===== src/rtl/rfl_pkg.sv =====
// Shared definitions for the rename free list.
// Assumes: nothing beyond a SystemVerilog-2017 compiler.
package rfl_pkg;

    // Destination decided for an index arriving on the generic release port.
    typedef enum logic [1:0] {
        DEST_NONE = 2'd0,
        DEST_INT  = 2'd1,
        DEST_FP   = 2'd2
    } rel_dest_e;

endpackage


===== src/rtl/rfl_route.sv =====
// Routes an index from the generic release port to one pool by its value.
// An index past the end of the register file goes nowhere, and so do the
// hardwired zero registers.
// Assumes: integer indices come first and floating-point indices follow.
module rfl_route
    import rfl_pkg::*;
#(
    parameter int IDX_W        = 5,
    parameter int NUM_PHYS_INT = 16,
    parameter int NUM_PHYS_FP  = 12,
    parameter int ZERO_REG     = 0,
    parameter bit FP_HAS_ZERO  = 1'b1
) (
    input  logic             rel_vld,
    input  logic [IDX_W-1:0] rel_idx,
    output rel_dest_e        dest
);
    localparam int TOTAL   = NUM_PHYS_INT + NUM_PHYS_FP;
    localparam int FP_ZERO = ZERO_REG + NUM_PHYS_INT;

    // Classify the released index.
    always_comb begin
        dest = DEST_NONE;
        if (rel_vld) begin
            if (int'(rel_idx) < NUM_PHYS_INT) begin
                if (int'(rel_idx) != ZERO_REG) dest = DEST_INT;
            end else if (int'(rel_idx) < TOTAL) begin
                if (!(FP_HAS_ZERO && int'(rel_idx) == FP_ZERO)) dest = DEST_FP;
            end
        end
    end
endmodule


===== src/rtl/rfl_pool.sv =====
// One circular FIFO pool of free physical indices. It has one pop port and
// two push ports; push0 is stored before push1 in the same cycle. A pop
// reads the head combinationally. A push with no room is discarded and
// raises a sticky overflow flag. A pop from an empty pool raises a sticky
// underflow flag. At reset the pool is loaded with BASE+LOG upward,
// skipping SKIP_IDX when SKIP_EN is set.
// Assumes: DEPTH >= 1 and LOG <= DEPTH.
module rfl_pool #(
    parameter int DEPTH    = 16,
    parameter int IDX_W    = 5,
    parameter int BASE     = 0,
    parameter int LOG      = 8,
    parameter bit SKIP_EN  = 1'b1,
    parameter int SKIP_IDX = 0,
    localparam int PTR_W   = (DEPTH > 1) ? $clog2(DEPTH) : 1,
    localparam int CNT_W   = $clog2(DEPTH + 1)
) (
    input  logic             clk,
    input  logic             rst_n,
    input  logic             alloc_req,
    output logic             alloc_vld,
    output logic [IDX_W-1:0] alloc_idx,
    input  logic             push0,
    input  logic [IDX_W-1:0] push0_idx,
    input  logic             push1,
    input  logic [IDX_W-1:0] push1_idx,
    output logic             empty,
    output logic [CNT_W-1:0] count,
    output logic             underflow_err,
    output logic             overflow_err
);
    function automatic int preload_count();
        int c = 0;
        for (int v = BASE + LOG; v < BASE + DEPTH; v++)
            if (!(SKIP_EN && v == SKIP_IDX)) c++;
        return c;
    endfunction

    localparam int PRE_N = preload_count();

    function automatic logic [IDX_W-1:0] preload_val(int slot);
        int v = BASE + LOG + slot;
        if (SKIP_EN && SKIP_IDX >= BASE + LOG && v >= SKIP_IDX) v++;
        return IDX_W'(v);
    endfunction

    function automatic logic [PTR_W-1:0] ptr_inc(logic [PTR_W-1:0] p);
        return (p == PTR_W'(DEPTH - 1)) ? '0 : p + PTR_W'(1);
    endfunction

    logic [IDX_W-1:0] mem [DEPTH];
    logic [PTR_W-1:0] head, tail, wr1_ptr;
    logic [CNT_W:0]   room;
    logic             pop, acc0, acc1;

    // Decide which requests the pool can honour this cycle.
    always_comb begin
        pop     = alloc_req && (count != '0);
        room    = (CNT_W+1)'(DEPTH) - {1'b0, count} + (CNT_W+1)'(pop);
        acc0    = push0 && (room != '0);
        acc1    = push1 && (room > (acc0 ? (CNT_W+1)'(1) : '0));
        wr1_ptr = acc0 ? ptr_inc(tail) : tail;
    end

    assign alloc_vld = pop;
    assign alloc_idx = pop ? mem[head] : '0;
    assign empty     = (count == '0);

    // Pointer, occupancy and error flag update.
    always_ff @(posedge clk) begin
        if (!rst_n) begin
            head          <= '0;
            tail          <= PTR_W'(PRE_N % DEPTH);
            count         <= CNT_W'(PRE_N);
            underflow_err <= 1'b0;
            overflow_err  <= 1'b0;
        end else begin
            if (pop) head <= ptr_inc(head);
            tail  <= acc1 ? ptr_inc(wr1_ptr) : wr1_ptr;
            count <= count - CNT_W'(pop) + CNT_W'(acc0) + CNT_W'(acc1);
            if (alloc_req && !pop) underflow_err <= 1'b1;
            if ((push0 && !acc0) || (push1 && !acc1)) overflow_err <= 1'b1;
        end
    end

    // Storage: preload on reset, otherwise write accepted pushes.
    always_ff @(posedge clk) begin
        if (!rst_n) begin
            for (int i = 0; i < DEPTH; i++)
                mem[i] <= (i < PRE_N) ? preload_val(i) : '0;
        end else begin
            if (acc0) mem[tail] <= push0_idx;
            if (acc1) mem[wr1_ptr] <= push1_idx;
        end
    end


    underflow_set_chk: assert property (@(posedge clk) disable iff (!rst_n)
        (alloc_req && empty) |=> underflow_err);

    underflow_sticky_chk: assert property (@(posedge clk) disable iff (!rst_n)
        underflow_err |=> underflow_err);

    overflow_set_chk: assert property (@(posedge clk) disable iff (!rst_n)
        (push0 && push1 && !alloc_req && int'(count) >= DEPTH - 1) |=> overflow_err);

    overflow_sticky_chk: assert property (@(posedge clk) disable iff (!rst_n)
        overflow_err |=> overflow_err);

    swap_count_chk: assert property (@(posedge clk) disable iff (!rst_n)
        (alloc_vld && push0 && !push1) |=> count == $past(count));

    pop_dec_chk: assert property (@(posedge clk) disable iff (!rst_n)
        (alloc_vld && !push0 && !push1) |=> count == $past(count) - CNT_W'(1));

    empty_grant_chk: assert property (@(posedge clk) disable iff (!rst_n)
        empty |-> !alloc_vld);
endmodule


===== src/rtl/rename_free_list.sv =====
// Free-register pools for renaming: one integer and one floating-point FIFO
// over a unified physical index space. The generic release port routes by
// value; the class ports push unconditionally. The generic push goes into a
// pool ahead of that class's own push in the same cycle.
// Assumes: ZERO_REG < NUM_PHYS_INT and ZERO_REG < NUM_PHYS_FP.
module rename_free_list
    import rfl_pkg::*;
#(
    parameter int NUM_LOG_INT  = 8,
    parameter int NUM_PHYS_INT = 16,
    parameter int NUM_LOG_FP   = 4,
    parameter int NUM_PHYS_FP  = 12,
    parameter int ZERO_REG     = 0,
    parameter bit FP_HAS_ZERO  = 1'b1,
    localparam int TOTAL       = NUM_PHYS_INT + NUM_PHYS_FP,
    localparam int IDX_W       = $clog2(TOTAL),
    localparam int CI_W        = $clog2(NUM_PHYS_INT + 1),
    localparam int CF_W        = $clog2(NUM_PHYS_FP + 1)
) (
    input  logic             clk,
    input  logic             rst_n,
    input  logic             int_alloc_req,
    output logic             int_alloc_vld,
    output logic [IDX_W-1:0] int_alloc_idx,
    input  logic             fp_alloc_req,
    output logic             fp_alloc_vld,
    output logic [IDX_W-1:0] fp_alloc_idx,
    input  logic             rel_vld,
    input  logic [IDX_W-1:0] rel_idx,
    input  logic             int_rel_vld,
    input  logic [IDX_W-1:0] int_rel_idx,
    input  logic             fp_rel_vld,
    input  logic [IDX_W-1:0] fp_rel_idx,
    output logic             int_empty,
    output logic             fp_empty,
    output logic [CI_W-1:0]  int_count,
    output logic [CF_W-1:0]  fp_count,
    output logic             underflow_err,
    output logic             overflow_err
);
    rel_dest_e dest;
    logic      int_uf, int_of, fp_uf, fp_of;

    rfl_route #(
        .IDX_W(IDX_W), .NUM_PHYS_INT(NUM_PHYS_INT), .NUM_PHYS_FP(NUM_PHYS_FP),
        .ZERO_REG(ZERO_REG), .FP_HAS_ZERO(FP_HAS_ZERO)
    ) u_route (
        .rel_vld(rel_vld), .rel_idx(rel_idx), .dest(dest)
    );

    rfl_pool #(
        .DEPTH(NUM_PHYS_INT), .IDX_W(IDX_W), .BASE(0), .LOG(NUM_LOG_INT),
        .SKIP_EN(1'b1), .SKIP_IDX(ZERO_REG)
    ) u_int_pool (
        .clk(clk), .rst_n(rst_n),
        .alloc_req(int_alloc_req), .alloc_vld(int_alloc_vld), .alloc_idx(int_alloc_idx),
        .push0(dest == DEST_INT), .push0_idx(rel_idx),
        .push1(int_rel_vld), .push1_idx(int_rel_idx),
        .empty(int_empty), .count(int_count),
        .underflow_err(int_uf), .overflow_err(int_of)
    );

    rfl_pool #(
        .DEPTH(NUM_PHYS_FP), .IDX_W(IDX_W), .BASE(NUM_PHYS_INT), .LOG(NUM_LOG_FP),
        .SKIP_EN(FP_HAS_ZERO), .SKIP_IDX(ZERO_REG + NUM_PHYS_INT)
    ) u_fp_pool (
        .clk(clk), .rst_n(rst_n),
        .alloc_req(fp_alloc_req), .alloc_vld(fp_alloc_vld), .alloc_idx(fp_alloc_idx),
        .push0(dest == DEST_FP), .push0_idx(rel_idx),
        .push1(fp_rel_vld), .push1_idx(fp_rel_idx),
        .empty(fp_empty), .count(fp_count),
        .underflow_err(fp_uf), .overflow_err(fp_of)
    );

    assign underflow_err = int_uf | fp_uf;
    assign overflow_err  = int_of | fp_of;


    out_of_range_chk: assert property (@(posedge clk) disable iff (!rst_n)
        (rel_vld && int'(rel_idx) >= TOTAL && !int_rel_vld && !fp_rel_vld
         && !int_alloc_req && !fp_alloc_req)
        |=> (int_count == $past(int_count)) && (fp_count == $past(fp_count)));

    int_zero_drop_chk: assert property (@(posedge clk) disable iff (!rst_n)
        (rel_vld && int'(rel_idx) == ZERO_REG && !int_rel_vld && !int_alloc_req)
        |=> int_count == $past(int_count));

    route_int_chk: assert property (@(posedge clk) disable iff (!rst_n)
        (rel_vld && int'(rel_idx) < NUM_PHYS_INT && int'(rel_idx) != ZERO_REG
         && !int_rel_vld && !int_alloc_req && !int_empty && !overflow_err)
        |=> int_count == $past(int_count) + CI_W'(1) || overflow_err);
endmodule


===== config.mk =====
export PLATFORM = sky130hd
export DESIGN_NAME = rename_free_list
export DESIGN_NICKNAME = d
export VERILOG_FILES = /design/src/rtl/rfl_pkg.sv /design/src/rtl/rfl_route.sv /design/src/rtl/rfl_pool.sv /design/src/rtl/rename_free_list.sv
export SDC_FILE = /design/constraint.sdc
export NUM_CORES = 1
export LEC_CHECK = 0
export ABC_AREA = 0
export BUFFER_PORTS_ARGS = -buffer_cell sky130_fd_sc_hd__buf_2
export CORE_UTILIZATION = 36
export CTS_BUF_LIST = sky130_fd_sc_hd__clkbuf_16
export CTS_CLUSTER_DIAMETER = 50
export CTS_CLUSTER_SIZE = 30
export DETAILED_ROUTE_END_ITERATION = 7
export SLEW_MARGIN = 30
export SYNTH_ARGS = -nofsm -noshare
export SYNTH_HDL_FRONTEND = slang
export SYNTH_SLANG_ARGS = --single-unit

===== constraint.sdc =====
create_clock -name clk -period 4.96 [get_ports clk]
set_clock_uncertainty 0.05 [all_clocks]
set_input_delay 0 -clock clk [delete_from_list [all_inputs] [get_ports clk]]
set_output_delay 0 -clock clk [all_outputs]
set_load 0.01 [all_outputs]

# Word-level counts from Yosys, hierarchy flattened
# Memory sizes are Yosys's and may differ from the RTL's. A register that Yosys moved wholly into a read port is not among the register bits.
# Index checks and enable logic that the tools add are counted.
# totals
output_inout_bits	25
mem_count	2
ramBits	140
regBits	29
wordCells	122
in_bits	22
# op_classes
reduce_logical	31
n_mux	48
n_lt_le_gt_ge	4
add_sub_neg	16
bitwise_logic	2
eq_ne	9
# mem_list
memory	words	word_bits	read_ports	rd_clocked_by_memory_dff	write_ports	line	source
u_int_pool.mem	16	5	1	1	16	rfl_pool.sv:51	logic [IDX_W-1:0] mem [DEPTH];
u_fp_pool.mem	12	5	1	1	12	rfl_pool.sv:51	
# ops
op	n
$mux W4	18
$mux W5	6
$add A4 B1 Y4 const B	6
$eq A4 B4 Y1 const B	6
$mux W1	20
$reduce_or A5 Y1	4
$add A5 B1 Y5	3
$reduce_bool A5 Y1	3
$logic_and A1 B1 Y1	12
$lt A5 B5 Y1 const B	2
$add A4 B1 Y4	2
$mux W2	4
$add A6 B1 Y6	1
$gt A6 B6 Y1	1
$logic_not A1 Y1	6
$reduce_bool A6 Y1	1
$sub A5 B5 Y6 const A	1
$eq A5 B5 Y1 const B	1
$gt A5 B5 Y1	1
$logic_not A5 Y1	1
$sub A4 B4 Y5 const A	1
$sub A5 B1 Y5	1
$logic_not A4 Y1	1
$reduce_bool A4 Y1	1
other kinds (5)	7

# Depth between registers and ports, before layout
# Gate-level depths: netlist of the first run.
# depth
ltp_word	15
mapped_depth	25
depth_no_buf	22

# By module
# A second synthesis of the first run with hierarchy kept.
# hier_totals
cells_unflattened	1036
area_unflattened_um2	11763.8
# modules_own_cells
mod	n_inst	seq_area_each_um2	cells_each	area_each_um2
rfl_pool (u_fp_pool)	1	2762.6	499	5865.6
rfl_pool (u_int_pool)	1	2782.7	529	5839.4
rfl_route	1	0.0	4	31.3
rename_free_list	1	0.0	4	27.5

# Worst setup path after synthesis of the first run
# No wires, ideal clock.
# synth_path
kind	register to register
startpoint	register u_int_pool.count[2]
endpoint	register u_int_pool.count[4]
setup_slack_ns	-0.393
synth_period_minus_slack_ns	5.353
stages_incl_launch_ff	26
n_path_buf	3
t_arrival_ns	5.187
required_ns	4.794
setup_time_ns	0.116
cell_sequence	dfxtp_1 inv_1 ha_1 nor4b_1 nor2b_1 clkbuf_1 inv_1 ha_1 inv_1 ha_1 xnor2_1 or3b_4 o31a_4 buf_4 ha_1 o21bai_1 or4_1 buf_2 nand2_1 fa_1 fa_1 nor2_1 nor2_1 nor2_1 or3_1 and3_1
# synth_between
elab_chain_len	9
word_cells_on_any_way	12
classes_between	add/sub: 5; order compare: 1; mux: 1; reduce/logical: 5
# synth_lines
item	line	source
start: declaration	rfl_pool.sv:28	output logic [CNT_W-1:0] count,
start signal: assignment	rfl_pool.sv:74	count <= CNT_W'(PRE_N);
start signal: assignment	rfl_pool.sv:80	count <= count - CNT_W'(pop) + CNT_W'(acc0) + CNT_W'(acc1);
$reduce_bool A5 Y1 (*)	rfl_pool.sv:58	pop = alloc_req && (count != '0);
$logic_and A1 B1 Y1 (*)	rfl_pool.sv:58	
named net int_alloc_vld	rename_free_list.sv:23	output logic int_alloc_vld,
$add A6 B1 Y6	rfl_pool.sv:59	room = (CNT_W+1)'(DEPTH) - {1'b0, count} + (CNT_W+1)'(pop);
$reduce_bool A6 Y1	rfl_pool.sv:60	acc0 = push0 && (room != '0);
$logic_and A1 B1 Y1	rfl_pool.sv:60	
$mux W1	rfl_pool.sv:61	acc1 = push1 && (room > (acc0 ? (CNT_W+1)'(1) : '0));
$gt A6 B6 Y1	rfl_pool.sv:61	
$logic_and A1 B1 Y1	rfl_pool.sv:61	
$add A5 B1 Y5 (*)	rfl_pool.sv:80	
# Mark *: on every way through the listed nets, which the timed path passes. The rest lies on a longest branch.
# A chain may end at the register's enable or synchronous reset.

==> summary.md, run 1 <==
| Metric | Value |
|---|---|
| Max-Slew Margin vs Limit | 45.4% |
| Core box area | 31,500 um^2 |
| Part of the Yosys area used for sequential elements | 48.3% |
| Sink Count | 197 |
| Fmax | 211 MHz |
| N_diodes | 0 |
| Synth cell count leaders | 160 x edfxtp_1, 109 x nand2_1, 62 x nor2_1 |
| Arrival time at the worst endpoint | 4.81 ns |
| I/O Buffers | 46 |
| Worst min-delay path category | input port to register |
| ANT nets after route | 0 |
| Worst VDD drop | 0.000243 V |
| Met1 Track Usage GR | 27.5% |
| DR vias | 8,269 |
| Met3 Use GR | 3.31% |
| Boundary pin count | 47 |
| Synthesized area | 11,500 um^2 |
| Synth area leaders | edfxtp_1 42%, mux4_2 9.8%, dfxtp_1 6.5% |
| Post-DP HPWL | 22,400 um |
| P&R area growth vs syn | 12.0% |
| Crit end category | register |
| Synthesized instance count | 987 |
| CTS tree | yes |
| Global-route wire length before repair | 47,700 um |
| Measured slew at the worst slew-check pin | 0.810 ns |
| Via/cell ratio | 5.76 |
| RR Startpoint | u_int_pool.count[2] |
| Power, Total | 4910 uW |
| Yosys top cell by area | edfxtp_1 |
| Setup crit start kind | register |
| Number of global-route vias before repair | 7,833 |
| Clk slew on worst S/H paths | 0.07 ns |
| Syn avg cell area | 11.6 um^2 |
| Standard-cell rows | 65 |
| Static leakage | 0.00449 uW |
| Post-synth EDFFs | 160 |
| H-tree levels | 4 |
| Total gr overflow | 0 |
| Ys flop type | edfxtp_1 |
| Pwr/cell area | 382 nW/um^2 |
| Status | complete, no violations |
| Max-Cap Viols | 0 |
| CP required | 5.03 ns |
| # setup viols final | 0 |
| Later-pin clock latency in the skew report | 0.45 ns |
| Syn_nets | 1,051 |
| Clock buffer count from CTS | 17 |
| Starting Density | 36.5% |
| Routed wire length per instance | 21.6 um |
| Grt met2 use | 30.0% |
| Final Cycle Share | 95.5% |
| Fin. Hold Viols | 0 |
| Layout Nets | 1,085 |
| Warning count from the yosys run | 0 |
| Die Y | 181 um |
| Initial antenna violation count | 1 |
| Final slew viol count | 0 |
| GR peak layer | met2 |
| Fin crit period | 4.74 ns |
| Synth cell types | 79 |
| Area share of the largest cell type after synthesis | 41.9% |
| CP max FO | 9 |
| Worst setup path startpoint | u_int_pool.count[2] |
| GRT Overall Usage | 19.2% |
| Drt first pass iters | 5 |
| Most common cell in the netlist | edfxtp_1 |
| Max Buffers Root-to-Sink | 2 |
| Number of synthesized register bits | 197 |
| Setup Crit Path Kind | register to register |
| Die width | 181 um |
| Largest net degree at the start of global routing | 39 |
| Setup TNS | 0 ns |
| RSZ-0062 raised after global routing | true |
| Post-Route WL | 31,000 um |
| HP Start | int_rel_idx[3] |
| Initial DRC Count | 973 |
| Die area | 32,600 um^2 |
| Residual DRC count | 0 |
| Layout cells sized above 1 | 21.6% |
| Root buffer selected by CTS | clkbuf_16 |
| RD Place Congestion | 0.860 |
| Asr flop ratio synth | 0% |
-- timing repair --
action	in CTS	in global routing
hold buffers	6	0
endpoints found under the setup margin	0	205
gates resized for setup	0	17
endpoints found under the hold margin	23	0
setup buffers	0	6
-- layer usage --
layer | share of wire [%] | up-vias | wire [um]
li1 | - | 3788 | -
met1 | 45 | 4134 | 14100
met2 | 46 | 317 | 14400
met3 | 6.8 | 30 | 2110
met4 | 1.4 | 0 | 438
met5 | 0 | - | 0
-- worst paths after layout --
kind                                               end  slack (ns)  cells after the start
worst max register to register    u_int_pool.mem[0][0]        0.22                     17
worst min-delay path              u_int_pool.mem[9][3]        0.03                      3
worst min register to register  u_fp_pool.overflow_err        0.42                      1
worst max-delay path              u_int_pool.mem[0][0]        0.22                     17
-- state kept, by name (all words and copies together) (netlist names), 4 cells and up, named ones only --
signal / flops
u_int_pool.head: 4
u_int_pool.tail: 4
u_fp_pool.count: 4
u_fp_pool.mem: 80
u_fp_pool.head: 4
u_int_pool.mem: 80
u_int_pool.count: 5
u_fp_pool.tail: 4
-- critical path, cell delays in order (launching register included) --
cell	delay, ns
dfxtp_1	0.34
inv_1	0.11
ha_2	0.21
nor4b_4	0.27
nor2b_2	0.10
inv_2	0.10
ha_1	0.18
inv_1	0.05
ha_1	0.21
xnor2_1	0.16
or3b_4	0.42
o31a_4	0.39
buf_4	0.18
a21oi_1	0.32
ha_1	0.24
nand4_1	0.36
nor2_2	0.43
nand3b_1	0.31
-- logic make-up (layout without fill, tap and decap cells) --
family	count (synthesis)	in the layout	share of synthesized area, %
AO/OA/AOI/OAI	186	186	12.7
XOR/XNOR	10	10	0.763
adder cells (fa/ha/maj)	42	42	4.84
buffers and inverters	109	156	3.75
flip-flops	197	197	48.3
multiplexers	100	100	14.3
AND/OR/NAND/NOR	343	343	15.4
-- through the flow --
| stage | hold slack (ns) | cells | utilization [%] | instance area, um^2 | setup slack [ns] |
|---|---|---|---|---|---|
| floorplan | 0.109 | 987 | - | 11500 | 0.0189 |
| global placement | 0.227 | 1392 | 38.5 | 12100 | 0.234 |
| detailed placement | 0.227 | 1392 | 38.6 | 12100 | 0.103 |
| CTS | 0.0137 | 1430 | 40.5 | 12700 | 0.0889 |
| global route | 0.0370 | 1436 | 40.8 | 12900 | -0.0454 |
| finish | 0.0307 | 1436 | 40.8 | 12900 | 0.223 |
-- placed cells by master (no fill, tap or decap), types with 28 or more instances in the layout --
cell,instances
a21oi_1,29
a22o_1,41
buf_2,46
buf_4,28
dfxtp_1,34
edfxtp_1,160
ha_1,37
inv_1,42
mux2i_1,37
mux4_2,50
nand2_1,108
nand3_1,35
nor2_1,61
-- cell type report --
type,instances,area [um^2]
inverters,44,165
clock inverters,15,125
well taps,402,503
repair buffers,80,500
flip-flops and latches,197,5550
clock buffers,17,425
fillers,2948,18600
multi-input cells,681,5590
-- power breakdown --
part	total [uW]	leakage, uW	switching [uW]	internal, uW
sequential	2060	0.00178	124	1930
clock	1320	0.000265	669	655
combinational	1530	0.00245	906	620
total	4910	0.00449	1700	3210
(Power assumes the default switching activity.)
==> run 2, diff against run 1 <==
--- a/config.mk
+++ b/config.mk
@@ -12,6 +12,7 @@
 export CTS_CLUSTER_DIAMETER = 50
 export CTS_CLUSTER_SIZE = 30
 export DETAILED_ROUTE_END_ITERATION = 7
+export RECOVER_POWER = 50
 export SLEW_MARGIN = 30
 export SYNTH_ARGS = -nofsm -noshare
 export SYNTH_HDL_FRONTEND = slang
==> summary.md, run 2 (synthesis gave the netlist of run 1 again) <==
| Metric | Value |
|---|---|
| Status | complete, no violations |
| Fillers | 2,951 |
| Fin crit period | 4.73 ns |
| Fmax | 211 MHz |
| Setup Crit Path Kind | register to register |
| Die width | 181 um |
| RD Place Congestion | 0.860 |
| CP required | 5.03 ns |
| I/O Buffers | 46 |
| Starting Density | 36.5% |
| ANT nets after route | 0 |
| Total gr overflow | 0 |
| Worst min-delay path category | input port to register |
| DR vias | 8,252 |
| CTS tree | yes |
| Via/cell ratio | 5.75 |
| Clk slew on worst S/H paths | 0.07 ns |
| Boundary pin count | 47 |
| Final slew viol count | 0 |
| Die area | 32,600 um^2 |
| Final WS setup | 0.229 ns |
| Measured slew at the worst slew-check pin | 0.814 ns |
| Register area | 5550 um^2 |
| Layout Nets | 1,085 |
| Max-Cap Viols | 0 |
| Post-Layout Cell Count | 1,436 |
| Clock buffer count from CTS | 17 |
| Number of global-route vias before repair | 7,833 |
| Sink Count | 197 |
| Worst VDD drop | 0.000243 V |
| Core box area | 31,500 um^2 |
| Die Y | 181 um |
| # placed instances | 1,392 |
| Initial antenna violation count | 1 |
| P&R area growth vs syn | 12.0% |
| Crit end category | register |
| Commonest non-fill, non-tap cells in the layout | 160 x edfxtp_1, 108 x nand2_1, 61 x nor2_1 |
| Arrival time at the worst endpoint | 4.80 ns |
| Multi-input gate area | 5590 um^2 |
| Pwr/cell area | 382 nW/um^2 |
| Drt first pass iters | 5 |
| Final Cycle Share | 95.4% |
| Largest net degree at the start of global routing | 39 |
| H-tree levels | 4 |
| Setup TNS | 0 ns |
| Global-route wire length before repair | 47,700 um |
| # setup viols final | 0 |
| Hold_ws | 0.0307 ns |
| Cell Area, Placed | 12,100 um^2 |
| Residual DRC count | 0 |
| Most common cell after layout, fill and taps aside | edfxtp_1 |
| Later-pin clock latency in the skew report | 0.45 ns |
| Post-DP HPWL | 22,400 um |
| Routed wire length per instance | 21.6 um |
| Setup crit start kind | register |
| N_diodes | 0 |
| Cell area after layout | 12,900 um^2 |
| Initial DRC Count | 972 |
| Fin. Hold Viols | 0 |
| Layout cells sized above 1 | 21.3% |
| Static leakage | 0.00448 uW |
| Setup WS pre-CTS | 0.103 ns |
| Max-Slew Margin vs Limit | 45.2% |
| R2R Setup Slk | 0.23 ns |
| GRT Overall Usage | 19.2% |
| Root buffer selected by CTS | clkbuf_16 |
| RSZ-0062 raised after global routing | true |
| Standard-cell rows | 65 |
| Post-Route WL | 31,000 um |
| Max Buffers Root-to-Sink | 2 |
| Top flop regs | u_fp_pool.mem x80, u_int_pool.mem x80, u_int_pool.count x5 |
| CP max FO | 9 |
-- run 2: cell types whose count changed in the layout (fill, tap and decap cells not counted) --
cell,previous run,this run
buf_2,46,43
clkbuf_1,0,3
-- run 2: layout make-up --
| cell class | count | share of cell area, % |
|---|---|---|
| repair buffers | 80 | 3.87 |
| clock buffers | 17 | 3.31 |
| well taps | 402 | 3.91 |
| clock inverters | 15 | 0.974 |
| flip-flops and latches | 197 | 43.2 |
| multi-input cells | 681 | 43.5 |
| inverters | 44 | 1.29 |
-- run 2: per-stage QoR --
step                util, %  total power (uW)
floorplan                 -              3120
global placement       38.5              3530
detailed placement     38.6              3560
CTS                    40.5              4870
global route           40.8              5160
finish                 40.8              4910
-- run 2: path summary, 6_finish.rpt --
kind,from,to,cells past startpoint
hold / removal,int_rel_idx[3],u_int_pool.mem[9][3],3
setup / recovery,u_int_pool.count[2],u_int_pool.mem[0][0],17
setup reg to reg,u_int_pool.count[2],u_int_pool.mem[0][0],17
hold reg to reg,u_fp_pool.overflow_err,u_fp_pool.overflow_err,1
-- run 2: power breakdown --
group          switching, uW  total (uW)  internal, uW
clock network            669        1320           655
registers                124        2060          1930
logic                    906        1520           617
-- run 2: critical path, stage by stage (launching register included) --
cell	delay, ns
dfxtp_1	0.34
inv_1	0.11
ha_2	0.21
nor4b_4	0.26
nor2b_2	0.10
inv_2	0.10
ha_1	0.18
inv_1	0.05
ha_1	0.21
xnor2_1	0.16
or3b_4	0.42
o31a_4	0.39
buf_4	0.18
a21oi_1	0.32
ha_1	0.24
nand4_1	0.36
nor2_2	0.42
nand3b_1	0.31
-- run 2: layer usage --
| metal | up-vias | global-route usage, % | wire length (um) |
|---|---|---|---|
| li1 | 3787 | - | - |
| met1 | 4120 | 27.5 | 14100 |
| met2 | 314 | 30.0 | 14400 |
| met3 | 31 | 3.31 | 2110 |
| met4 | 0 | 4.99 | 437 |
| met5 | - | 0 | 0 |
-- run 2: what timing repair did --
item,4_1_cts,5_1_grt
setup endpoints to repair,0,205
resized for setup,0,17
hold buffers,6,0
endpoints found under the hold margin,23,0
buffers inserted,0,6
